===== src/rtl/cgs_pkg.sv =====
package cgs_pkg;

  typedef enum logic [1:0] {
    ST_HUNT  = 2'd0,
    ST_CHECK = 2'd1,
    ST_LOCK  = 2'd2
  } cgs_state_t;

endpackage


===== src/rtl/cgs_run_cnt.sv =====
// Counts qualified events in a row; clear has priority; pulses hit on the last one.
module cgs_run_cnt #(
  parameter int RUN = 4
) (
  input  logic clk,
  input  logic rst,
  input  logic clr,
  input  logic inc,
  output logic hit
);
  localparam int CW = $clog2(RUN + 1);
  localparam logic [CW-1:0] LAST = CW'(RUN - 1);

  logic [CW-1:0] cnt_q;

  assign hit = !clr && inc && (cnt_q == LAST);

  always_ff @(posedge clk) begin
    if (rst || clr || hit) begin
      cnt_q <= '0;
    end else if (inc) begin
      cnt_q <= cnt_q + 1'b1;
    end
  end

  p_run_bound_r2: assert property (@(posedge clk) disable iff (rst)
    cnt_q < CW'(RUN));

  p_run_clear_r3: assert property (@(posedge clk) disable iff (rst)
    clr |=> (cnt_q == '0));

endmodule


===== src/rtl/cgs_err_window.sv =====
// Leaky invalid-character counter used while locked.
module cgs_err_window #(
  parameter int ERR_LIMIT = 3,
  parameter int WIN       = 4
) (
  input  logic clk,
  input  logic rst,
  input  logic clr,
  input  logic vld,
  input  logic bad,
  output logic lost
);
  localparam int ICW = $clog2(ERR_LIMIT + 1);
  localparam int GCW = $clog2(WIN + 1);
  localparam logic [ICW-1:0] IC_LAST = ICW'(ERR_LIMIT - 1);
  localparam logic [GCW-1:0] GC_LAST = GCW'(WIN - 1);

  logic [ICW-1:0] ic_q;
  logic [GCW-1:0] gc_q;

  assign lost = !clr && vld && bad && (ic_q == IC_LAST);

  always_ff @(posedge clk) begin
    if (rst || clr) begin
      ic_q <= '0;
      gc_q <= '0;
    end else if (vld) begin
      if (bad) begin
        gc_q <= '0;
        ic_q <= lost ? '0 : ic_q + 1'b1;
      end else if (gc_q == GC_LAST) begin
        gc_q <= '0;
        if (ic_q != '0) ic_q <= ic_q - 1'b1;
      end else begin
        gc_q <= gc_q + 1'b1;
      end
    end
  end

  p_window_bound_r6: assert property (@(posedge clk) disable iff (rst)
    ic_q < ICW'(ERR_LIMIT));

  p_decay_floor_r7: assert property (@(posedge clk) disable iff (rst)
    (!clr && vld && !bad && ic_q == '0) |=> (ic_q == '0));

  p_idle_hold_r9: assert property (@(posedge clk) disable iff (rst)
    (!clr && !vld) |=> ($stable(ic_q) && $stable(gc_q)));

endmodule


===== src/rtl/cgs_lane_sync.sv =====
module cgs_lane_sync #(
  parameter int RUN_K     = 4,
  parameter int RUN_CHK   = 4,
  parameter int ERR_LIMIT = 3,
  parameter int WIN       = 4
) (
  input  logic clk,
  input  logic rst,
  input  logic chr_vld,
  input  logic chr_is_k,
  input  logic chr_bad,
  output logic sync_n,
  output logic cgs_done,
  output logic cgs_err
);
  import cgs_pkg::*;

  cgs_state_t state_q, state_d;
  logic       good_k, good_chr;
  logic       k_hit, chk_hit, lost;
  logic       k_clr, chk_clr, win_clr;
  logic       sync_n_q, done_q, err_q, err_d;

  assign good_k   = chr_vld && chr_is_k && !chr_bad;
  assign good_chr = chr_vld && !chr_bad;

  assign k_clr   = (state_q != ST_HUNT) || (chr_vld && !good_k);
  assign chk_clr = (state_q != ST_CHECK);
  assign win_clr = (state_q != ST_LOCK);

  cgs_run_cnt #(.RUN(RUN_K)) u_kcnt (
    .clk(clk), .rst(rst), .clr(k_clr), .inc(good_k), .hit(k_hit)
  );

  cgs_run_cnt #(.RUN(RUN_CHK)) u_chkcnt (
    .clk(clk), .rst(rst), .clr(chk_clr), .inc(good_chr), .hit(chk_hit)
  );

  cgs_err_window #(.ERR_LIMIT(ERR_LIMIT), .WIN(WIN)) u_win (
    .clk(clk), .rst(rst), .clr(win_clr), .vld(chr_vld), .bad(chr_bad), .lost(lost)
  );

  always_comb begin
    state_d = state_q;
    err_d   = err_q;
    unique case (state_q)
      ST_HUNT:  if (k_hit) state_d = ST_CHECK;
      ST_CHECK: begin
        if (chr_vld && chr_bad) state_d = ST_HUNT;
        else if (chk_hit)       state_d = ST_LOCK;
      end
      ST_LOCK: begin
        if (lost) begin
          state_d = ST_HUNT;
          err_d   = 1'b1;
        end
      end
      default: state_d = ST_HUNT;
    endcase
  end

  always_ff @(posedge clk) begin
    if (rst) begin
      state_q  <= ST_HUNT;
      sync_n_q <= 1'b0;
      done_q   <= 1'b0;
      err_q    <= 1'b0;
    end else begin
      state_q  <= state_d;
      sync_n_q <= (state_d != ST_HUNT);
      done_q   <= (state_d == ST_LOCK);
      err_q    <= err_d;
    end
  end

  assign sync_n   = sync_n_q;
  assign cgs_done = done_q;
  assign cgs_err  = err_q;

  p_done_released_r4: assert property (@(posedge clk) disable iff (rst)
    cgs_done |-> sync_n);

  p_err_sticky_r8: assert property (@(posedge clk) disable iff (rst)
    cgs_err |=> cgs_err);

  p_idle_stable_r9: assert property (@(posedge clk) disable iff (rst)
    !chr_vld |=> $stable({sync_n, cgs_done, cgs_err}));

  p_release_on_comma_r2: assert property (@(posedge clk) disable iff (rst)
    $rose(sync_n) |-> $past(chr_vld && chr_is_k && !chr_bad));

  p_loss_drops_r6: assert property (@(posedge clk) disable iff (rst)
    $rose(cgs_err) |-> (!sync_n && !cgs_done));

endmodule


===== config.mk =====
export PLATFORM = sky130hd
export DESIGN_NAME = cgs_lane_sync
export DESIGN_NICKNAME = d
export VERILOG_FILES = /design/src/rtl/cgs_pkg.sv /design/src/rtl/cgs_run_cnt.sv /design/src/rtl/cgs_err_window.sv /design/src/rtl/cgs_lane_sync.sv
export SDC_FILE = /design/constraint.sdc
export NUM_CORES = 1
export LEC_CHECK = 0
export ABC_CLOCK_PERIOD_IN_PS = 1900
export BUFFER_PORTS_ARGS = -buffer_cell sky130_fd_sc_hd__buf_2
export CAP_MARGIN = 15
export CORE_MARGIN = 1.5
export CORE_UTILIZATION = 60
export CTS_BUF_LIST = sky130_fd_sc_hd__clkbuf_4
export DETAILED_ROUTE_END_ITERATION = 10
export HOLD_SLACK_MARGIN = 0.06
export PLACE_DENSITY_LB_ADDON = 0.08
export SKIP_CTS_REPAIR_TIMING = 1
export SYNTH_ARGS = -nofsm -noshare
export SYNTH_HDL_FRONTEND = slang
export SYNTH_HIERARCHICAL = 1
export SYNTH_SLANG_ARGS = --single-unit

===== constraint.sdc =====
create_clock -name clk -period 1.9 [get_ports clk]
set_input_delay 0.285 -clock clk [delete_from_list [all_inputs] [get_ports clk]]
set_output_delay 0.285 -clock clk [all_outputs]
set_load 0.005 [all_outputs]

# Yosys cells after proc, flatten, opt, wreduce, memory -nomap -nowiden
# Index checks and enable logic that the tools add are counted.
[word_totals]
output_inout_bits = 3
wordCells = 64
register_bits = 16
[op_classes]
addsub = 5
eq_ne = 9
n_reduce_logical = 31
n_mux = 11
[op_table]
columns = ["operator", "n"]
rows = [
  ["2-bit 2-to-1 mux", 8],
  ["1-bit logical AND", 12],
  ["2-bit nonzero test", 5],
  ["3-bit by 1-bit adder with 3-bit output, second input constant", 3],
  ["3-bit by 2-bit equality test with 1-bit output, second input constant", 3],
  ["2-bit equality test, second input constant", 3],
  ["1-bit logical OR", 6],
  ["3-bit 2-to-1 mux", 2],
  ["2-bit case mux with 3 select lines", 1],
  ["1-bit zero test", 5],
  ["3-bit AND reduction", 1],
  ["2-bit by 1-bit adder with 2-bit output, second input constant", 1],
  ["2-bit by 1-bit equality test with 1-bit output, second input constant", 1],
  ["2-bit zero test", 1],
  ["2-bit by 1-bit != test with 1-bit output, second input constant", 1],
  ["2-bit != test, second input constant", 1],
  ["2-bit AND reduction", 1],
  ["2-bit by 1-bit subtractor with 2-bit output, second input constant", 1],
]

# Logic depth before layout (Yosys ltp)
[depth]
word_depth = 11
depth_mapped = 7
depth_no_buf = 7

# Modules after synthesis
# The synthesis kept the hierarchy.
[modules_own_cells]
columns = ["mod", "cells_per_inst", "area_per_inst_um2", "instances"]
rows = [
  ["cgs_run_cnt", 17, 166.4, 2],
  ["cgs_err_window", 36, 327.8, 1],
  ["cgs_lane_sync", 25, 239.0, 1],
]

# Worst setup path before layout
# OpenSTA, ideal clock, no wires.
[synth_timing]
path_type = "register to register"
from = "register state_q[1]"
to = "register done_q (netlist: cgs_done)"
synth_period_minus_slack_ns = 1.482
n_path_buf = 1
arrival_time_ns = 1.395
setup_ns = 0.087
stages_incl_launch_ff = 6
setup_slack_ns = 0.418
path_cell_list = "dfxtp_1 clkbuf_1 or2b_1 and3b_1 or4b_4 o31ai_1"
[synth_via]
elab_chain_len = 8
elab_cells_between_ends = 23
[synth_rtl]
columns = ["element", "line", "source"]
rows = [
  ["start: declaration", "cgs_lane_sync.sv:18", "cgs_state_t state_q, state_d;"],
  ["start signal: assignment", "cgs_lane_sync.sv:69", "state_q <= state_d;"],
  ["2-bit by 1-bit != test with 1-bit output", "cgs_lane_sync.sv:28", "assign chk_clr = (state_q != ST_CHECK);"],
  ["via chk_clr", "cgs_lane_sync.sv:21", "logic k_clr, chk_clr, win_clr;"],
  ["1-bit zero test", "cgs_run_cnt.sv:16", "assign hit = !clr && inc && (cnt_q == LAST);"],
  ["1-bit logical AND (2 in a row)", "cgs_run_cnt.sv:16", ""],
  ["via chk_hit", "cgs_lane_sync.sv:20", "logic k_hit, chk_hit, lost;"],
  ["2-bit 2-to-1 mux", "cgs_lane_sync.sv:50", "else if (chk_hit) state_d = ST_LOCK;"],
  ["2-bit 2-to-1 mux", "cgs_lane_sync.sv:49", "if (chr_vld && chr_bad) state_d = ST_HUNT;"],
  ["2-bit case mux with 3 select lines", "cgs_lane_sync.sv:46", "unique case (state_q)"],
  ["2-bit equality test", "cgs_lane_sync.sv:71", "done_q <= (state_d == ST_LOCK);"],
  ["end signal: assignment", "cgs_lane_sync.sv:71", ""],
  ["end: declaration", "cgs_lane_sync.sv:22", "logic sync_n_q, done_q, err_q, err_d;"],
]
# The timed path passes the listed nets, and every way through them passes these cells.
# A chain may end at the register's enable or synchronous reset.

# Worst setup path after layout
[layout_timing]
from = "register u_chkcnt.cnt_q[0]"
to = "register state_q[1]"
[layout_via]
elab_chain_len = 5
[layout_rtl]
columns = ["element", "line", "source"]
rows = [
  ["start: declaration", "cgs_run_cnt.sv:14", "logic [CW-1:0] cnt_q;"],
  ["start signal: assignment", "cgs_run_cnt.sv:22", "cnt_q <= cnt_q + 1'b1;"],
  ["3-bit by 2-bit equality test with 1-bit output", "cgs_run_cnt.sv:16", ""],
  ["1-bit logical AND", "cgs_run_cnt.sv:16", ""],
  ["via chk_hit", "cgs_lane_sync.sv:20", ""],
  ["2-bit 2-to-1 mux", "cgs_lane_sync.sv:50", ""],
  ["2-bit 2-to-1 mux", "cgs_lane_sync.sv:49", ""],
  ["2-bit case mux with 3 select lines", "cgs_lane_sync.sv:46", ""],
]
# The timed path passes the listed nets, and every way through them passes these cells.

==> results.toml <==
[outcome]
status = "finished, final reports clean"

[floorplan]
initial_core_util = 0.666
die_w_um = 41.7
pin_count = 8
die_h_um = 41.7
rows = 13
core_area_mm2 = 0.00135
die-area_mm2 = 0.00174

[hold_path]
hp-class = "input pin to register"

[pwr]
power.leakage_nw = 0.395
pwr_density_cell_mw_per_mm2 = 557
combPwrFrac = 0.063
seq_power_share = 0.616
pwr-share-clk = 0.321
internal-power_uw = 425
p_sw_uw = 121
ir_worst_vdd_v = 0.000339
swShare = 0.221
p_total_uw = 546

[final_layout]
diodes = 0
drive_above_1_share = 0.190
fin_cells = 120
synthToLayoutAreaGrowth_pct = 8.90
fill_cells = 102
final_area_um2 = 980
fin_nets = 120

[timing]
min_period_over_period = 0.807
drv_slew = 0
worst_clock_skew_ps = 2.25
hold_slack_ps = 297
relSlewSlack = 0.813
hold_viol = 0
finalSetupViolCount = 0
max_freq_mhz = 652
worst_slew_pin_slew_ps = 281
fin_tns_setup_ps = 0
grt_setup_unrepaired = "false"
finalCriticalPeriod_ps = 1530

[cts]
cts_tree = "done"
clock_latency_ps = 280
htreeDepth = 1
cts.path.max_buffers = 2
clkTransAtPathRegs_ps = 90
cts.sinks = 16
cts_root_buf = "clkbuf_4"
numCtsBuffers = 3

[synthesis]
synth_common_cells = "16 x dfxtp_1, 10 x nand2b_1, 8 x ha_1, 8 x inv_1, 7 x a21oi_1"
synth_cell_types = 37
syn_area_um2 = 900
synth.top_cell.area_share = 0.356
synth-edff-count = 0
syn_nets = 108
synth-async-reset-ratio = 0
synth_most_common_cell = "dfxtp_1"
synth_ff_type = "dfxtp_1"
synth_area_leaders = "dfxtp_1 36%, ha_1 11%, nand2b_1 7.0%"
ys_seq_area_frac = 0.356
synth-seq-cells = 16
synth.avg_cell_area_um2 = 9.47
yosys_warnings = 6
yosys.area.top_type = "dfxtp_1"
syn_inst = 95

[run]
drv_cap = 0

[drt]
via_count = 688
wl_per_cell_um = 12.7
ant_nets = 0
via_per_inst = 5.73
drtIter0Drc = 13
drc = 0
totalWireLength_mm = 1.52
first_pass_iters = 4

[placed_design]
dp_cells = 117
globalplace.congestion = 0.844
place_area_um2 = 957
hpwl_mm = 1.11
port_buffers = 7

[critical_path]
end_kind = "register"
worst-path-max-fanout = 4
required_ps = 2100
cp-start-kind = "register"
cp.arrival_ps = 1730
path_class = "register to register"

[global_route]
grt_antenna_before_repair = 0
grt_max_degree = 13
grt_pass1_vias = 645
grt_use_total = 0.192
overflow = 0
grt_pass1_wl_mm = 2.63
cells in the final DEF (no fill, tap or decap), types with 2 or more instances in the layout:
cell type	instances
a21oi_1	7
a21oi_2	2
and3b_1	2
buf_2	7
clkbuf_4	3
dfxtp_1	16
ha_1	8
inv_1	8
nand2b_1	10
nand3b_1	2
nand4b_1	2
nor2_1	2
nor3_1	2
o21ai_0	2
o31ai_1	4
or2_1	2
or3b_1	4
power by group through the flow:
stage / Sequential, mW / Clock (mW) / Combinational (mW)
6_report: 0.336 / 0.175 / 0.0343
5_1_grt: 0.337 / 0.194 / 0.0377
4_1_cts: 0.336 / 0.179 / 0.0341
3_5_place_dp: 0.344 / 0 / 0.0335
3_3_place_gp: 0.344 / 0 / 0.0330
2_1_floorplan: 0.344 / 0 / 0.0181
metrics by stage:
stage,setup WS (ps),utilization
6_report,366,0.726
5_1_grt,276,0.726
4_1_cts,352,0.726
3_5_place_dp,370,0.709
3_3_place_gp,382,0.709
2_1_floorplan,418,-
final cells by class:
type / instances / area [um2] / share of cell area
multi-input cells: 70 / 546 / 0.557
flip-flops and latches: 16 / 320 / 0.327
repair buffers: 8 / 42.5 / 0.0434
inverters: 8 / 30.0 / 0.0307
clock buffers: 3 / 22.5 / 0.0230
well taps: 15 / 18.8 / 0.0192
state kept, by name (all words and copies together), names as in the netlist:
name	flops
cgs_done	1
cgs_err	1
state_q	2
sync_n	1
u_chkcnt/cnt_q	3
u_kcnt/cnt_q	3
u_win/gc_q	3
u_win/ic_q	2
cell families after synthesis:
group / Yosys count / share of synthesized area
AOI/OAI and AO/OA: 22 / 0.171
and+or+nand+nor: 39 / 0.313
DFF: 16 / 0.356
buffers and inverters: 9 / 0.0375
muxes: 1 / 0.0111
adders and majority gates: 8 / 0.111
per-layer routing:
metal | up-vias | routed length [um] | track usage
met3 | 2 | 31 | 0.0391
met1 | 316 | 792 | 0.263
met4 | 0 | 14 | 0.0774
met5 | - | 0 | 0
li1 | 361 | - | -
met2 | 9 | 679 | 0.294
worst max-delay path, cell delays in order (launching register included):
cell and delay, ps:
dfxtp_1 360, ha_1 150, ha_1 190, and3b_1 200, or4b_4 470, o31ai_1 80
path summary, 6_finish.rpt:
check	startpoint	end	slack, ps	cells after the start
worst min-delay path	rst	cgs_err	300	2
worst max register to register	u_chkcnt/cnt_q[0]	state_q[1]	370	5
worst min register to register	cgs_err	cgs_err	470	2
worst max-delay path	u_chkcnt/cnt_q[0]	state_q[1]	370	5
Note: power is estimated with default switching activity, not from simulation.
